`src/rtl/tok_chan_pkg.sv`:
```
package tok_chan_pkg;
  // circular pointer advance
  function automatic int unsigned wrap_inc(int unsigned p, int unsigned depth);
    return (p == depth - 1) ? 0 : p + 1;
  endfunction

  typedef struct packed {
    logic push;
    logic pop;
  } xfer_t;
endpackage

```
`src/rtl/tok_chan_ctrl.sv`:
```
module tok_chan_ctrl #(
  parameter int unsigned LATENCY = 3,
  parameter int unsigned DEPTH   = 4,
  localparam int unsigned PTR_W  = (DEPTH > 1) ? $clog2(DEPTH) : 1,
  localparam int unsigned CNT_W  = $clog2(DEPTH + 1)
) (
  input  logic             clk_i,
  input  logic             rst_ni,
  input  logic             enq_i,
  input  logic             deq_i,
  output logic             push_o,
  output logic             pop_o,
  output logic [PTR_W-1:0] wr_ptr_o,
  output logic [PTR_W-1:0] rd_ptr_o,
  output logic             not_full_o,
  output logic             not_empty_o
);
  import tok_chan_pkg::*;

  logic [CNT_W-1:0] cnt_q;
  logic [PTR_W-1:0] wr_q, rd_q;
  xfer_t            xf;

  assign not_full_o  = (cnt_q != CNT_W'(DEPTH));
  assign not_empty_o = (cnt_q != '0);

  // full channel still accepts a push paired with a pop
  always_comb begin
    xf.pop  = deq_i & not_empty_o;
    xf.push = enq_i & (not_full_o | xf.pop);
  end

  assign push_o   = xf.push;
  assign pop_o    = xf.pop;
  assign wr_ptr_o = wr_q;
  assign rd_ptr_o = rd_q;

  always_ff @(posedge clk_i or negedge rst_ni) begin
    if (!rst_ni) begin
      cnt_q <= CNT_W'(LATENCY);
      wr_q  <= PTR_W'(LATENCY % DEPTH);
      rd_q  <= '0;
    end else begin
      if (xf.push) wr_q <= PTR_W'(wrap_inc(32'(wr_q), DEPTH));
      if (xf.pop)  rd_q <= PTR_W'(wrap_inc(32'(rd_q), DEPTH));
      case (xf)
        2'b10:   cnt_q <= cnt_q + 1'b1;
        2'b01:   cnt_q <= cnt_q - 1'b1;
        default: cnt_q <= cnt_q;
      endcase
    end
  end

  initial a_r4_depth_cfg: assert (DEPTH >= LATENCY + 1);

  a_r4_no_overflow: assert property (@(posedge clk_i) disable iff (!rst_ni)
    cnt_q <= CNT_W'(DEPTH));

  a_r5_full_hold: assert property (@(posedge clk_i) disable iff (!rst_ni)
    (!not_full_o && enq_i && !deq_i) |=> $stable(cnt_q) && $stable(wr_q));

  a_r6_empty_hold: assert property (@(posedge clk_i) disable iff (!rst_ni)
    (!not_empty_o && deq_i && !enq_i) |=> (cnt_q == '0) && $stable(rd_q));

  a_r7_full_swap: assert property (@(posedge clk_i) disable iff (!rst_ni)
    (!not_full_o && enq_i && deq_i) |=> !not_full_o);
endmodule

```
`src/rtl/tok_chan_store.sv`:
```
module tok_chan_store #(
  parameter int unsigned            TOK_W = 9,
  parameter int unsigned            DEPTH = 4,
  parameter logic [TOK_W-1:0]       INIT  = '0,
  localparam int unsigned           PTR_W = (DEPTH > 1) ? $clog2(DEPTH) : 1
) (
  input  logic             clk_i,
  input  logic             rst_ni,
  input  logic             we_i,
  input  logic [PTR_W-1:0] waddr_i,
  input  logic [TOK_W-1:0] wdata_i,
  input  logic [PTR_W-1:0] raddr_i,
  output logic [TOK_W-1:0] rdata_o
);
  logic [TOK_W-1:0] mem [DEPTH];

  for (genvar i = 0; i < DEPTH; i++) begin : g_slot
    always_ff @(posedge clk_i or negedge rst_ni) begin
      if (!rst_ni)                             mem[i] <= INIT;
      else if (we_i && waddr_i == PTR_W'(i))   mem[i] <= wdata_i;
    end
  end

  assign rdata_o = mem[raddr_i];
endmodule

```
`src/rtl/token_channel.sv`:
```
module token_channel #(
  parameter int unsigned       DATA_W     = 8,
  parameter int unsigned       LATENCY    = 3,
  parameter int unsigned       DEPTH      = LATENCY + 1,
  parameter logic [DATA_W-1:0] RESET_DATA = 8'hA5,
  localparam int unsigned      TOK_W      = DATA_W + 1,
  localparam int unsigned      PTR_W      = (DEPTH > 1) ? $clog2(DEPTH) : 1
) (
  input  logic              clk_i,
  input  logic              rst_ni,
  output logic              not_full_o,
  input  logic [DATA_W-1:0] enq_data_i,
  input  logic              enq_vld_i,
  input  logic              enq_en_i,
  output logic              not_empty_o,
  output logic [DATA_W-1:0] first_data_o,
  output logic              first_vld_o,
  input  logic              deq_i
);
  logic             push, pop;
  logic [PTR_W-1:0] wr_ptr, rd_ptr;
  logic [TOK_W-1:0] head;

  tok_chan_ctrl #(.LATENCY(LATENCY), .DEPTH(DEPTH)) u_ctrl (
    .clk_i, .rst_ni,
    .enq_i(enq_en_i), .deq_i(deq_i),
    .push_o(push), .pop_o(pop),
    .wr_ptr_o(wr_ptr), .rd_ptr_o(rd_ptr),
    .not_full_o(not_full_o), .not_empty_o(not_empty_o)
  );

  // placeholder token: data-enable clear, reset payload
  tok_chan_store #(.TOK_W(TOK_W), .DEPTH(DEPTH), .INIT({1'b0, RESET_DATA})) u_store (
    .clk_i, .rst_ni,
    .we_i(push), .waddr_i(wr_ptr), .wdata_i({enq_vld_i, enq_data_i}),
    .raddr_i(rd_ptr), .rdata_o(head)
  );

  assign first_vld_o  = head[DATA_W];
  assign first_data_o = head[DATA_W-1:0];

  a_r3_pop_moves: assert property (@(posedge clk_i) disable iff (!rst_ni)
    (pop && !push) |=> not_full_o);
endmodule

```
`config.mk`:
```
export PLATFORM = sky130hd
export DESIGN_NAME = token_channel
export DESIGN_NICKNAME = d
export VERILOG_FILES = /design/src/rtl/tok_chan_pkg.sv /design/src/rtl/tok_chan_ctrl.sv /design/src/rtl/tok_chan_store.sv /design/src/rtl/token_channel.sv
export SDC_FILE = /design/constraint.sdc
export NUM_CORES = 1
export LEC_CHECK = 0
export ABC_AREA = 1
export BUFFER_PORTS_ARGS = -buffer_cell sky130_fd_sc_hd__buf_4
export CAP_MARGIN = 20
export CELL_PAD_IN_SITES_DETAIL_PLACEMENT = 0
export CELL_PAD_IN_SITES_GLOBAL_PLACEMENT = 1
export CORE_MARGIN = 1
export CORE_UTILIZATION = 43
export DETAILED_ROUTE_END_ITERATION = 6
export GPL_ROUTABILITY_DRIVEN = 0
export PLACE_DENSITY_LB_ADDON = 0.05
export REMOVE_ABC_BUFFERS = 1
export SLEW_MARGIN = 20
export SYNTH_ARGS = -nofsm -noshare
export SYNTH_HDL_FRONTEND = slang
export SYNTH_HIERARCHICAL = 1
export SYNTH_SLANG_ARGS = --single-unit
```
`constraint.sdc`:
```
create_clock -name clk_i -period 1.91 [get_ports clk_i]
set_input_delay 0.2865 -clock clk_i [delete_from_list [all_inputs] [get_ports clk_i]]
set_output_delay 0.2865 -clock clk_i [all_outputs]
set_load 0.01 [all_outputs]
```
# After elaboration in Yosys (flattened, before gate mapping)
# Cells that the tools add are included.
[classes]
addsub = 4
n_lt_le_gt_ge = 1
eq_ne = 7
mux = 6
n_bitwise = 4
n_reduce_logical = 7
[op_table]
columns = ["operator", "count"]
rows = [
  ["$bmux W9 S2", 1],
  ["$mux W9", 2],
  ["$eq A2 B2 Y1 const B", 4],
  ["$pmux W3 S2", 1],
  ["$add A2 B1 Y2 const B", 2],
  ["$eq A2 B1 Y1 const B", 2],
  ["$logic_and A1 B1 Y1", 4],
  ["$mux W2", 2],
  ["$add A3 B1 Y3 const B", 1],
  ["$ge A3 B3 Y1 const B", 1],
  ["$ne A3 B3 Y1 const B", 1],
  ["$not A2 Y3", 1],
  ["$reduce_bool A3 Y1", 1],
  ["$sub A3 B1 Y3 const B", 1],
  ["$and A1 B1 Y1", 2],
  ["$logic_not A2 Y1", 1],
  ["$reduce_bool A2 Y1", 1],
  ["$or A1 B1 Y1", 1],
]
[word_totals]
ff_bits = 43
in_bits = 13
output_inout_bits = 11
wordCells = 36

# Depth between registers and ports, before layout
# Gate-level depths: netlist of run 1.
[depth]
word_depth = 6
ltp_mapped = 9
mapped_depth_nobuf = 9

# Cells and area by module
# Netlist of run 1, hierarchy kept.
[modules_own_cells]
columns = ["mod", "n_inst", "cells_per_inst", "area_each_um2", "seq_area_each_um2"]
rows = [
  ["tok_chan_store", 1, 262, 1941.9, 920.9],
  ["tok_chan_ctrl", 1, 49, 447.9, 180.2],
]

# Worst setup path before layout of run 1
# OpenSTA, ideal clock, no wires.
[synth_path]
path_kind = "flip-flop to flip-flop"
start = "register u_ctrl.cnt_q[0]"
end = "register u_ctrl.cnt_q[2]"
arrival_ns = 1.513
required_ns = 1.848
path_slack_ns = 0.334
stages_incl_launch_ff = 10
n_path_buf = 0
period_less_slack_ns = 1.576
cell_sequence = "dfstp_2 nor2_4 nand2_4 nand3_2 fa_1 inv_1 nand4_1 nand3_1 nand2_1 inv_1"
[synth_between]
elab_chain_cells = 6
elab_cells_between_ends = 11
classes_between = "add/sub: 2; eq/ne: 3; mux: 1; bitwise: 3; reduce/logical: 2"
[synth_rtl]
columns = ["element", "line_no", "source"]
rows = [
  ["start, declared", "tok_chan_ctrl.sv:20", "logic [CNT_W-1:0] cnt_q;"],
  ["start signal, assigned", "tok_chan_ctrl.sv:40", "cnt_q <= CNT_W'(LATENCY);"],
  ["start signal, assigned", "tok_chan_ctrl.sv:47", "2'b10: cnt_q <= cnt_q + 1'b1;"],
  ["start signal, assigned", "tok_chan_ctrl.sv:48", "2'b01: cnt_q <= cnt_q - 1'b1;"],
  ["$reduce_bool A3 Y1 *", "tok_chan_ctrl.sv:25", "assign not_empty_o = (cnt_q != '0);"],
  ["net not_empty_o", "token_channel.sv:15", "output logic not_empty_o,"],
  ["$and A1 B1 Y1 *", "tok_chan_ctrl.sv:29", "xf.pop = deq_i & not_empty_o;"],
  ["$or A1 B1 Y1", "tok_chan_ctrl.sv:30", "xf.push = enq_i & (not_full_o | xf.pop);"],
  ["$and A1 B1 Y1", "tok_chan_ctrl.sv:30", ""],
  ["$eq A2 B1 Y1 or $eq A2 B2 Y1 (tied branches)", "tok_chan_ctrl.sv:46", "case (xf)"],
  ["$pmux W3 S2 or $reduce_bool A2 Y1 (tied branches)", "n/a", ""],
]
# Mark *: on every way through the listed nets, which the timed path passes. The rest lies on a longest branch.
# A chain may end at the register's enable or synchronous reset.

# Worst setup path in the final report of run 1
[layout_path]
start = "register u_ctrl.rd_q[1], in the netlist u_ctrl/rd_ptr_o[1]"
end = "output first_data_o[2]"
[layout_between]
elab_chain_cells = 4
[layout_rtl]
columns = ["element", "line_no", "source"]
rows = [
  ["start, declared", "tok_chan_ctrl.sv:21", "logic [PTR_W-1:0] wr_q, rd_q;"],
  ["start signal, assigned", "tok_chan_ctrl.sv:45", "if (xf.pop) rd_q <= PTR_W'(wrap_inc(32'(rd_q), DEPTH));"],
  ["$not A2 Y3 (not written as such)", "tok_chan_store.sv:24", "assign rdata_o = mem[raddr_i];"],
  ["$bmux W9 S2", "tok_chan_store.sv:24", ""],
  ["$mux W9 (not written as such) (2 in a row)", "tok_chan_store.sv:24", ""],
  ["end, declared", "token_channel.sv:16", "output logic [DATA_W-1:0] first_data_o,"],
]
# No other way between the ends. The select of a mux whose other input is x is not followed.

==> results of run 1 <==
## stage by stage
stage	setup slack [ns]	total power, mW	utilization (%)	cells
2_1_floorplan	0.0790	3.28	-	301
3_3_place_gp	0.300	4.20	50.9	401
3_5_place_dp	0.248	4.25	50.9	401
4_1_cts	0.164	4.89	53.0	410
5_1_grt	0.101	5.29	53.0	410
6_report	0.196	4.84	53.0	410
## synth_stat cells
cell and count:
nand2_1 121, inv_1 52, nand3_1 29, dfrtp_1 23
dfstp_2 20, nand4_1 20, o21ai_2 10, buf_2 5
inv_2 5, nand3_2 4, buf_4 3, nand2_4 3
ha_1 2, nand2_2 2, o21ai_1 2, buf_6 1
clkbuf_1 1, clkinv_1 1, fa_1 1, nand3_4 1
nor2_1 1, nor2_2 1, nor2_4 1, o21a_1 1
xor2_1 1
## sequential cells by signal, summed over array words and instances (netlist names)
register,count
u_ctrl/rd_ptr_o,2
u_ctrl/cnt_q,3
u_ctrl/wr_ptr_o,2
u_store/mem,36
## worst max-delay path: cells and delay by family, from the launching register on
family	cells	cell delay [ns]
AND/OR/NAND/NOR	2	0.30
buffers and inverters	2	0.46
flip-flops	1	0.36
## cell families (layout without fill, tap and decap cells)
| family | count (synthesis) | count (layout) | share of synthesized area (%) |
|---|---|---|---|
| AO/OA/AOI/OAI | 13 | 13 | 4.40 |
| XOR/XNOR | 1 | 1 | 0.367 |
| adder cells (fa/ha/maj) | 3 | 3 | 1.88 |
| buffers and inverters | 68 | 97 | 11.7 |
| flip-flops | 43 | 43 | 46.1 |
| AND/OR/NAND/NOR | 183 | 183 | 35.5 |
## worst max-delay path by stage
| stage | to | slack [ns] | cells after the start |
|---|---|---|---|
| floorplan | u_store/mem[1] | 0.08 | 7 |
| global placement | u_ctrl/cnt_q[2] | 0.30 | 8 |
| detailed placement | u_store/mem[19] | 0.25 | 8 |
| CTS | first_data_o[2] | 0.16 | 4 |
| global route | first_data_o[2] | 0.10 | 4 |
| finish | first_data_o[2] | 0.20 | 4 |
## power by group through the flow
stage | clock, mW | combinational [mW] | sequential, mW
2_1_floorplan | 0 | 1.48 | 1.80
3_3_place_gp | 0 | 2.42 | 1.78
3_5_place_dp | 0 | 2.45 | 1.80
4_1_cts | 0.647 | 2.46 | 1.78
5_1_grt | 0.683 | 2.77 | 1.83
6_report | 0.642 | 2.42 | 1.78
## metal layers
layer	up-vias	wire length [µm]	part of all wire [%]
met1	975	2800	49
met5	-	0	0
met4	0	48	0.85
li1	1026	-	-
met3	5	170	3.0
met2	30	2650	47
## cell type report
| class | instances | area (µm²) |
|---|---|---|
| Multi-Input combinational cell | 200 | 1010 |
| Clock buffer | 8 | 100 |
| Tap cell | 70 | 87.6 |
| Timing Repair Buffer | 31 | 260 |
| Sequential cell | 43 | 1100 |
| Inverter | 58 | 218 |
| Fill cell | 550 | 2460 |
==> insert_results.sql, run 1 <==
INSERT INTO impl_metrics (metric_group, metric, value, unit) VALUES
('status', 'result_of_the_run', 'finished clean', ''),
('detailed_routing', 'via_per_inst', '4.97', ''),
('cells_and_area', 'area_growth_syn_to_layout', '16.1', '%'),
('die', 'floorplan.die.width', '76.6', 'µm'),
('sta', 'slew-limit-headroom', '64.4', '%'),
('synthesis', 'ys_seq_elements', '43', ''),
('detailed_routing', 'drt_wl_total', '5670', 'µm'),
('synthesis', 'synth_top_cell_area_share', '24.1', '%'),
('die', 'num_rows', '26', ''),
('sta', 'worst_margin_slew', '0.535', 'ns'),
('die', 'die_height', '76.6', 'µm'),
('grt', 'antenna_found_initial', '0', ''),
('cts', 'worstSkewPairLatency', '0.30', 'ns'),
('worst_setup_path', 'critical_path_class', 'flip-flop to output port', ''),
('worst_setup_path', 'worstSetupEndpointType', 'output port', ''),
('grt', 'grt_pass1_wl', '9670', 'µm'),
('cells_and_area', 'layout-drive-gt1-share', '24.7', '%'),
('power_and_ir_drop', 'static-leakage-power', '1.51', 'nW'),
('detailed_routing', 'detail_route.first_pass.iterations', '4', ''),
('sta', 'final-max-slew-violation-count', '0', ''),
('cells_and_area', 'finish.net_count', '355', ''),
('grt', 'first_global_vias', '1973', ''),
('worst_setup_path', 'worstSetupStartpointType', 'flip-flop', ''),
('grt', 'grt_use_met3', '4.43', '%'),
('cts', 'cts_hold_repair.buffers', '1', ''),
('cts', 'clock_tree_from_tritoncts', 'yes', ''),
('worst_setup_path', 'crit_path_cell_trace', 'clkinv_1, nand3_1, nand2_1, buf_4', ''),
('cts', 'buffers_inserted_during_post_cts_setup_optimization', '0', ''),
('cells_and_area', 'n_antenna_cell', '0', ''),
('grt', 'groute.usage.overall', '21.4', '%'),
('cells_and_area', 'postLayoutCellArea', '0.00278', 'mm²'),
('worst_setup_path', 'reg2regPathDepth', '8', ''),
('detailed_routing', 'drt_iter0_drc', '95', ''),
('power_and_ir_drop', 'seq_power_share', '36.8', '%'),
('synthesis', 'cell_accounting_for_the_most_synthesized_area', 'dfrtp_1', ''),
('worst_setup_path', 'max_stage_delay_on_crit_path', '0.36', 'ns'),
('power_and_ir_drop', 'combPwrFrac', '49.9', '%'),
('worst_setup_path', 'critical_path.startpoint', 'u_ctrl/rd_ptr_o[1]', ''),
('synthesis', 'syn_avg_cell_area', '7.68', 'µm²'),
('detailed_routing', 'antenna_violating_nets_post_route', '0', ''),
('flow_run', 'cap_viol_max_count', '0', ''),
('sta', 'finalWorstPathRequiredPeriod', '1.71', 'ns'),
('sta', 'final.period_utilization', '89.7', '%'),
('worst_hold_path', 'hold_path_depth', '3', ''),
('detailed_routing', 'drc', '0', ''),
('worst_setup_path', 'timing.critical_path.arrival', '1.43', 'ns'),
('worst_hold_path', 'hold_path.class', 'input port to flip-flop', ''),
('grt', 'grt_start_max_net_pins', '44', ''),
('sta', 'final.setup.tns', '0', 'ns'),
('die', 'die_area', '0.00586', 'mm²'),
('cts', 'clkSinkCount', '43', ''),
('grt', 'grt_use_met1', '28.4', '%'),
('worst_setup_path', 'timing.rr.end', 'u_store/mem[19]', ''),
('sta', 'hold_viol_final', '0', ''),
('worst_setup_path', 'critPathSlowestCell', 'dfrtp_1', ''),
('power_and_ir_drop', 'cellInternalPower', '2.76', 'mW'),
('synthesis', 'total_number_of_yosys_warnings', '6', ''),
('cts', 'post_cts.resized_instances', '0', ''),
('synthesis', 'ys_seq_area_share', '46.1', '%'),
('worst_hold_path', 'timing.hold.worst_endpoint', 'u_store/mem[5]', ''),
('synthesis', 'synth.distinct_cells', '25', ''),
('power_and_ir_drop', 'switching_power', '2.08', 'mW'),
('die', 'effective_utilization_at_floorplan', '45.6', '%'),
('worst_setup_path', 'r2r-start', 'u_ctrl/cnt_q[0]', ''),
('die', 'core_area', '0.00524', 'mm²'),
('cts', 'clkSlewWorstSetupHoldPaths', '0.08', 'ns'),
('worst_setup_path', 'worstPathRequired', '1.62', 'ns'),
('cells_and_area', 'commonest_cells_after_routing_fill_and_taps_aside', '121 x nand2_1, 52 x inv_1, 29 x nand3_1, 28 x buf_4, 23 x dfrtp_1', ''),
('grt', 'groute.layer.met2.usage', '35.7', '%'),
('worst_setup_path', 'r2r_setup_slk', '0.22', 'ns'),
('synthesis', 'ys_top_cells_by_area', 'dfrtp_1 24%, dfstp_2 22%, nand2_1 19%, inv_1 8.2%, nand3_1 6.1%', '');
Note: power is estimated with default switching activity, not from simulation.
==> run 2, diff against run 1 <==
--- a/config.mk
+++ b/config.mk
@@ -5,13 +5,13 @@
 export SDC_FILE = /design/constraint.sdc
 export NUM_CORES = 1
 export LEC_CHECK = 0
-export ABC_AREA = 1
 export BUFFER_PORTS_ARGS = -buffer_cell sky130_fd_sc_hd__buf_4
 export CAP_MARGIN = 20
 export CELL_PAD_IN_SITES_DETAIL_PLACEMENT = 0
 export CELL_PAD_IN_SITES_GLOBAL_PLACEMENT = 1
+export CORE_ASPECT_RATIO = 0.5
 export CORE_MARGIN = 1
-export CORE_UTILIZATION = 43
+export CORE_UTILIZATION = 48
 export DETAILED_ROUTE_END_ITERATION = 6
 export GPL_ROUTABILITY_DRIVEN = 0
 export PLACE_DENSITY_LB_ADDON = 0.05
==> insert_results.sql, run 2 <==
INSERT INTO impl_metrics (metric_group, metric, value, unit) VALUES
('status', 'result_of_the_run', 'finished clean', ''),
('cells_and_area', 'layout.filler_cells', '313', ''),
('cts', 'ctsHtreeMaxLevel', '2', ''),
('cts', 'worstSkewPairLatency', '0.29', 'ns'),
('placed_design', 'hpwl', '2540', 'µm'),
('synthesis', 'synth_enable_flop_cells', '0', ''),
('synthesis', 'ys_top_cells_by_area', 'dfrtp_1 27%, dfstp_2 25%, mux2_2 21%, mux4_2 9.5%, o31ai_4 2.0%', ''),
('cells_and_area', 'finish.net_count', '189', ''),
('synthesis', 'netlist_top_cells_count', '39 x mux2_2, 23 x dfrtp_1, 20 x dfstp_2', ''),
('sta', 'finClkSkew', '0.00786', 'ns'),
('synthesis', 'most_common_flop_cell_mapped_by_yosys', 'dfrtp_1', ''),
('sta', 'setup_violations', '0', ''),
('die', 'die_height', '49.2', 'µm'),
('worst_hold_path', 'hold_path.class', 'input port to flip-flop', ''),
('worst_setup_path', 'timing.rr.end', 'u_store/mem[33]', ''),
('die', 'design.portCount', '24', ''),
('worst_hold_path', 'hold_path_depth', '2', ''),
('cts', 'cts-root-to-sink-buffers', '2', ''),
('die', 'floorplan.die.width', '96.4', 'µm'),
('grt', 'globalRoute.totalOverflow', '0', ''),
('synthesis', 'syn_avg_cell_area', '15.3', 'µm²'),
('worst_setup_path', 'critical_path_buf_inv_count', '2', ''),
('worst_setup_path', 'r2r_setup_slk', '0.09', 'ns'),
('synthesis', 'synth_async_sr_flop_share', '100', '%'),
('detailed_routing', 'route.vias.total', '1257', ''),
('worst_setup_path', 'worstSetupEndpointType', 'output port', ''),
('synthesis', 'ys_seq_elements', '43', ''),
('sta', 'final-max-slew-violation-count', '0', ''),
('sta', 'final.setup.tns', '0', 'ns'),
('sta', 'finalWorstPathRequiredPeriod', '1.82', 'ns'),
('worst_setup_path', 'critical_path_class', 'flip-flop to output port', ''),
('cells_and_area', 'commonest_cells_after_routing_fill_and_taps_aside', '39 x mux2_2, 30 x buf_4, 21 x dfrtp_1, 20 x dfstp_2, 9 x mux4_2', ''),
('synthesis', 'cell_accounting_for_the_most_synthesized_area', 'dfrtp_1', ''),
('cells_and_area', 'postLayoutCellArea', '0.00257', 'mm²'),
('cells_and_area', 'reg.largest.list', 'u_store/mem x36, u_ctrl/cnt_q x3', ''),
('power_and_ir_drop', 'static-leakage-power', '1.08', 'nW'),
('detailed_routing', 'detail_route.first_pass.iterations', '4', ''),
('sta', 'rsz0062_at_grt', 'false', ''),
('cells_and_area', 'max_flop_register', 'u_store/mem', ''),
('grt', 'antenna_found_initial', '0', ''),
('detailed_routing', 'drc', '0', ''),
('grt', 'first_global_vias', '1257', ''),
('power_and_ir_drop', 'report.power.total', '4.76', 'mW'),
('die', 'core_area', '0.00408', 'mm²'),
('sta', 'final.period_utilization', '95.4', '%'),
('sta', 'hold_viol_final', '0', ''),
('synthesis', 'mappedNetlistArea', '0.00214', 'mm²'),
('worst_setup_path', 'reg2regPathDepth', '6', ''),
('cts', 'clkSlewWorstSetupHoldPaths', '0.09', 'ns'),
('worst_setup_path', 'max_stage_delay_on_crit_path', '0.50', 'ns'),
('cts', 'clk_root_buffer_cell', 'clkbuf_8', ''),
('synthesis', 'total_number_of_yosys_warnings', '6', ''),
('detailed_routing', 'drt_wl_total', '3740', 'µm'),
('synthesis', 'synthCells', '140', ''),
('worst_setup_path', 'critPathSlowestCell', 'mux4_2', ''),
('sta', 'slew-limit-headroom', '64.6', '%'),
('worst_setup_path', 'timing.critical_path.arrival', '1.54', 'ns'),
('synthesis', 'ys_seq_area_share', '51.4', '%'),
('die', 'num_rows', '16', ''),
('flow_run', 'cap_viol_max_count', '0', ''),
('worst_setup_path', 'worstSetupStartpointType', 'flip-flop', ''),
('cells_and_area', 'layout-drive-gt1-share', '69.5', '%'),
('cts', 'clock_tree_from_tritoncts', 'yes', ''),
('placed_design', 'portBuffers', '23', ''),
('cells_and_area', 'largest_register_ff_count', '36', ''),
('sta', 'fin_hold_ws', '0.246', 'ns'),
('detailed_routing', 'drt_iter0_drc', '46', ''),
('worst_setup_path', 'crit_path_max_fanout', '8', ''),
('detailed_routing', 'antenna_violating_nets_post_route', '0', ''),
('cells_and_area', 'n_antenna_cell', '0', ''),
('power_and_ir_drop', 'ir_drop', '699', 'µV'),
('worst_setup_path', 'r2r-start', 'u_ctrl/cnt_q[0]', ''),
('worst_setup_path', 'path_delay_family', 'multiplexers', ''),
('grt', 'groute.usage.overall', '17.9', '%'),
('synthesis', 'synth.distinct_cells', '37', ''),
('cells_and_area', 'area_growth_syn_to_layout', '20.0', '%'),
('worst_hold_path', 'timing.hold.worst_endpoint', 'u_store/mem[25]', ''),
('placed_design', 'place_area', '0.00239', 'mm²'),
('worst_setup_path', 'crit_path_cell_trace', 'buf_12, mux4_2, buf_4', ''),
('synthesis', 'synth_top_cell_area_share', '26.9', '%'),
('grt', 'grt_pass1_wl', '6150', 'µm'),
('cts', 'tritoncts.num_buffers', '5', ''),
('worst_setup_path', 'timing.critical_path.depth', '3', ''),
('sta', 'max_freq', '549', 'MHz'),
('detailed_routing', 'via_per_inst', '5.51', ''),
('power_and_ir_drop', 'power.density_cell_area', '1850', 'mW/mm²'),
('worst_setup_path', 'critical_path.startpoint', 'u_ctrl/rd_ptr_o[0]', ''),
('cts', 'clkSinkCount', '43', ''),
('synthesis', 'synthMostInstantiatedCell', 'mux2_2', ''),
('sta', 'worst_margin_slew', '0.532', 'ns'),
('grt', 'grt_start_max_net_pins', '44', ''),
('cells_and_area', 'final_util', '62.9', '%'),
('die', 'effective_utilization_at_floorplan', '52.4', '%'),
('cells_and_area', 'final_common_cell', 'mux2_2', ''),
('die', 'die_area', '0.00475', 'mm²'),
('worst_setup_path', 'worstPathRequired', '1.62', 'ns'),
('detailed_routing', 'routedWlPerCell', '16.4', 'µm'),
('worst_hold_path', 'hp-start', 'enq_data_i[7]', '');
-- run 2: cell count changes after synthesis, sizes merged, moves of 3 or more --
cell / previous run / this run
nand3: 34 / 3
nand4: 20 / 0
o21ai: 12 / 2
mux4: 0 / 9
mux2: 0 / 39
buf: 9 / 6
nand2: 126 / 1
inv: 57 / 6
-- run 2: kinds of logic (layout without fill, tap and decap cells) --
family / Yosys count / count (layout) / synth area share [%]
buffers and inverters: 13 / 47 / 3.74
and+or+nand+nor: 17 / 17 / 6.08
adders and majority gates: 3 / 3 / 2.10
muxes: 48 / 48 / 30.0
AOI/OAI and AO/OA: 16 / 16 / 6.66
DFF: 43 / 43 / 51.4
-- run 2: worst max path at each step --
stage	endpoint	slack [ns]
CTS	u_ctrl/cnt_q[1]	0.005
finish	first_data_o[2]	0.09
floorplan	u_store/mem[28]	-0.02
global route	u_store/mem[33]	0.0005
global placement	u_ctrl/cnt_q[1]	0.005
detailed placement	u_ctrl/cnt_q[1]	-0.04
-- run 2: metal layers --
| metal | wire (µm) | vias to the layer above | share of wire (%) | global-route usage, % |
|---|---|---|---|---|
| met5 | 0 | - | 0 | 0 |
| met1 | 1840 | 646 | 49 | 24.6 |
| met3 | 140 | 4 | 3.7 | 5.61 |
| met2 | 1730 | 19 | 46 | 27.2 |
| met4 | 33 | 0 | 0.88 | 5.15 |
| li1 | - | 588 | - | - |
-- run 2: timing repair --
item,CTS,global route
endpoints found under the hold margin,23,0
setup buffers,0,2
resized for setup,5,2
pin swaps,1,3
hold buffers,1,0
setup endpoints to repair,7,6
-- run 2: power by group --
| part | switching (mW) | total (mW) | leakage (nW) | internal, mW |
|---|---|---|---|---|
| Combinational | 0.766 | 2.05 | 0.535 | 1.29 |
| Sequential | 0.336 | 1.87 | 0.481 | 1.54 |
| Clock | 0.309 | 0.831 | 0.0654 | 0.523 |
-- run 2: area by class of cell --
cell class | instances | area, µm² | area share [%]
clock buffers | 6 | 72.6 | 2.82
repair buffers | 33 | 267 | 10.4
well taps | 54 | 67.6 | 2.63
clock inverters | 2 | 60.1 | 2.34
flip-flops and latches | 43 | 1100 | 42.9
inverters | 6 | 22.5 | 0.876
multi-input cells | 84 | 977 | 38.0
-- run 2: through the flow --
stage	cells	setup slack, ns
after floorplan	133	-0.0239
after global placement	217	0.00512
after detailed placement	217	-0.0397
after CTS	226	0.00531
after global routing	228	0.000501
final	228	0.0870
==> run 3, diff against run 2 <==
--- a/config.mk
+++ b/config.mk
@@ -5,15 +5,16 @@
 export SDC_FILE = /design/constraint.sdc
 export NUM_CORES = 1
 export LEC_CHECK = 0
-export BUFFER_PORTS_ARGS = -buffer_cell sky130_fd_sc_hd__buf_4
 export CAP_MARGIN = 20
 export CELL_PAD_IN_SITES_DETAIL_PLACEMENT = 0
 export CELL_PAD_IN_SITES_GLOBAL_PLACEMENT = 1
 export CORE_ASPECT_RATIO = 0.5
 export CORE_MARGIN = 1
-export CORE_UTILIZATION = 48
+export CORE_UTILIZATION = 52
 export DETAILED_ROUTE_END_ITERATION = 6
+export DONT_BUFFER_PORTS = 1
 export GPL_ROUTABILITY_DRIVEN = 0
+export GPL_TIMING_DRIVEN = 0
 export PLACE_DENSITY_LB_ADDON = 0.05
 export REMOVE_ABC_BUFFERS = 1
 export SLEW_MARGIN = 20
==> insert_results.sql, run 3 (synthesized netlist as in run 2, its figures left out) <==
INSERT INTO impl_metrics (metric_group, metric, value, unit) VALUES
('grt', 'grt_pass1_wl', '5750', 'µm'),
('worst_setup_path', 'worstSetupEndpointType', 'flip-flop', ''),
('worst_setup_path', 'r2r-start', 'u_ctrl/cnt_q[2]', ''),
('cts', 'tritoncts.num_buffers', '5', ''),
('worst_setup_path', 'r2r_setup_slk', '0.03', 'ns'),
('worst_setup_path', 'timing.rr.end', 'u_ctrl/cnt_q[1]', ''),
('die', 'floorplan.die.width', '92.7', 'µm'),
('worst_setup_path', 'critical_path_class', 'flip-flop to flip-flop', ''),
('detailed_routing', 'drt_wl_total', '3800', 'µm'),
('power_and_ir_drop', 'cellInternalPower', '3.02', 'mW'),
('power_and_ir_drop', 'ir_drop', '894', 'µV'),
('sta', 'hold_viol_final', '0', ''),
('cells_and_area', 'layout-drive-gt1-share', '68.4', '%'),
('grt', 'grt_start_max_net_pins', '44', ''),
('sta', 'fin_hold_ws', '0.139', 'ns'),
('grt', 'antenna_found_initial', '0', ''),
('cells_and_area', 'reg.largest.list', 'u_store/mem x36, u_ctrl/cnt_q x3', ''),
('cells_and_area', 'area_growth_syn_to_layout', '13.3', '%'),
('worst_setup_path', 'crit_path_max_fanout', '6', ''),
('die', 'effective_utilization_at_floorplan', '54.6', '%'),
('cells_and_area', 'number_of_standard_cells_in_the_layout_taps_in_and_fillers_out', '209', ''),
('worst_hold_path', 'timing.hold.worst_endpoint', 'u_store/mem[24]', ''),
('cts', 'ctsHtreeMaxLevel', '2', ''),
('die', 'die_area', '0.00439', 'mm²'),
('placed_design', 'hpwl', '2330', 'µm'),
('die', 'core_area', '0.00392', 'mm²'),
('power_and_ir_drop', 'switching_power', '1.36', 'mW'),
('flow_run', 'cap_viol_max_count', '0', ''),
('power_and_ir_drop', 'power.density_cell_area', '1810', 'mW/mm²'),
('cts', 'clkSlewWorstSetupHoldPaths', '0.08', 'ns'),
('die', 'design.portCount', '24', ''),
('cells_and_area', 'commonest_cells_after_routing_fill_and_taps_aside', '39 x mux2_2, 21 x dfrtp_1, 20 x dfstp_2, 11 x buf_4, 9 x mux4_2', ''),
('cells_and_area', 'finish.net_count', '170', ''),
('sta', 'final-max-slew-violation-count', '0', ''),
('cts', 'cts-root-to-sink-buffers', '2', ''),
('sta', 'finalWorstPathRequiredPeriod', '1.88', 'ns'),
('grt', 'first_global_vias', '1159', ''),
('placed_design', 'portBuffers', '0', ''),
('cells_and_area', 'max_flop_register', 'u_store/mem', ''),
('cts', 'worstSkewPairLatency', '0.29', 'ns'),
('die', 'num_rows', '16', ''),
('detailed_routing', 'route.vias.total', '1236', ''),
('sta', 'final.period_utilization', '98.6', '%'),
('detailed_routing', 'detail_route.first_pass.iterations', '4', ''),
('power_and_ir_drop', 'seq_power_share', '44.2', '%'),
('worst_setup_path', 'timing.critical_path.arrival', '2.10', 'ns'),
('worst_setup_path', 'critical_path.startpoint', 'u_ctrl/cnt_q[2]', ''),
('cells_and_area', 'n_antenna_cell', '0', ''),
('detailed_routing', 'antenna_violating_nets_post_route', '0', ''),
('cells_and_area', 'final_common_cell', 'mux2_2', ''),
('worst_setup_path', 'worstPathRequired', '2.12', 'ns'),
('worst_hold_path', 'hp-start', 'enq_data_i[6]', ''),
('power_and_ir_drop', 'static-leakage-power', '0.984', 'nW'),
('cts', 'clkSinkCount', '43', ''),
('sta', 'worst_margin_slew', '0.511', 'ns'),
('sta', 'setup_violations', '0', ''),
('cts', 'clk_root_buffer_cell', 'clkbuf_8', ''),
('power_and_ir_drop', 'swShare', '31.1', '%'),
('worst_setup_path', 'worstSetupStartpointType', 'flip-flop', ''),
('placed_design', 'place.detailed.instances', '187', ''),
('detailed_routing', 'drc', '0', ''),
('detailed_routing', 'via_per_inst', '5.91', ''),
('power_and_ir_drop', 'share_clk_of_total_power', '16.5', '%'),
('die', 'die_height', '47.4', 'µm'),
('sta', 'max_freq', '531', 'MHz'),
('cts', 'clock_tree_from_tritoncts', 'yes', ''),
('cells_and_area', 'final_util', '61.8', '%'),
('grt', 'groute.usage.overall', '18.6', '%'),
('sta', 'final.setup.tns', '0', 'ns'),
('sta', 'slew-limit-headroom', '65.9', '%'),
('grt', 'globalRoute.totalOverflow', '0', ''),
('worst_hold_path', 'hold_path.class', 'input port to flip-flop', ''),
('power_and_ir_drop', 'combPwrFrac', '39.3', '%'),
('detailed_routing', 'drt_iter0_drc', '49', ''),
('cells_and_area', 'largest_register_ff_count', '36', ''),
('sta', 'finClkSkew', '0.00309', 'ns'),
('sta', 'rsz0062_at_grt', 'true', ''),
('worst_hold_path', 'hold_path_depth', '1', ''),
('worst_setup_path', 'reg2regPathDepth', '7', ''),
('detailed_routing', 'routedWlPerCell', '18.2', 'µm'),
('status', 'result_of_the_run', 'finished clean', '');
## run 3: critical path, stage by stage (launching register included)
cell	delay, ns
dfrtp_2	0.46
o31ai_4	0.27
inv_1	0.09
nand2_2	0.08
fa_2	0.46
nor4bb_2	0.28
a21oi_1	0.06
o211ai_1	0.08
## run 3: per-layer routing
metal | part of all wire (%) | vias up | GRT usage (%)
li1 | - | 555 | -
met1 | 48 | 655 | 22.9
met2 | 47 | 21 | 31.3
met3 | 3.8 | 5 | 5.99
met4 | 0.95 | 0 | 8.92
met5 | 0 | - | 0
## run 3: stage by stage
step           worst slack, ns  total power, mW  instance area [µm²]
2_1_floorplan          -0.0239             3.15                 2080
4_1_cts                 0.0301             4.32                 2360
5_1_grt                -0.0101             4.66                 2420
6_report                0.0274             4.39                 2420
3_3_place_gp            -0.413             3.38                 2150
3_5_place_dp            -0.435             3.45                 2150
## run 3: worst max-delay path by stage
stage	slack, ns	to	cells past startpoint
after global placement	-0.41	u_store/mem[31]	5
final	0.03	u_ctrl/cnt_q[1]	7
after detailed placement	-0.43	u_store/mem[30]	5
after floorplan	-0.02	u_store/mem[28]	5
after CTS	0.03	u_ctrl/cnt_q[1]	7
after global routing	-0.01	u_ctrl/cnt_q[1]	7
## run 3: cell type report
class                   instances  area [µm²]
flip-flops and latches         43        1100
clock inverters                 2        35.0
fillers                       306        1500
well taps                      54        67.6
clock buffers                   6        82.6
inverters                       6        22.5
repair buffers                 14         133
multi-input cells              84         981
## run 3: timing repair
item,4_1_cts,5_1_grt
hold endpoints to repair,43,0
endpoints found under the setup margin,20,5
pin swaps,1,5
buffers inserted,5,7
gates resized for setup,4,5
hold buffers,2,0
## run 3: power groups by stage
stage / logic, mW / clock network (mW) / registers, mW
floorplan: 1.30 / 0 / 1.85
global placement: 1.42 / 0 / 1.97
detailed placement: 1.46 / 0 / 1.99
CTS: 1.61 / 0.757 / 1.96
global route: 1.85 / 0.795 / 2.02
finish: 1.72 / 0.724 / 1.94
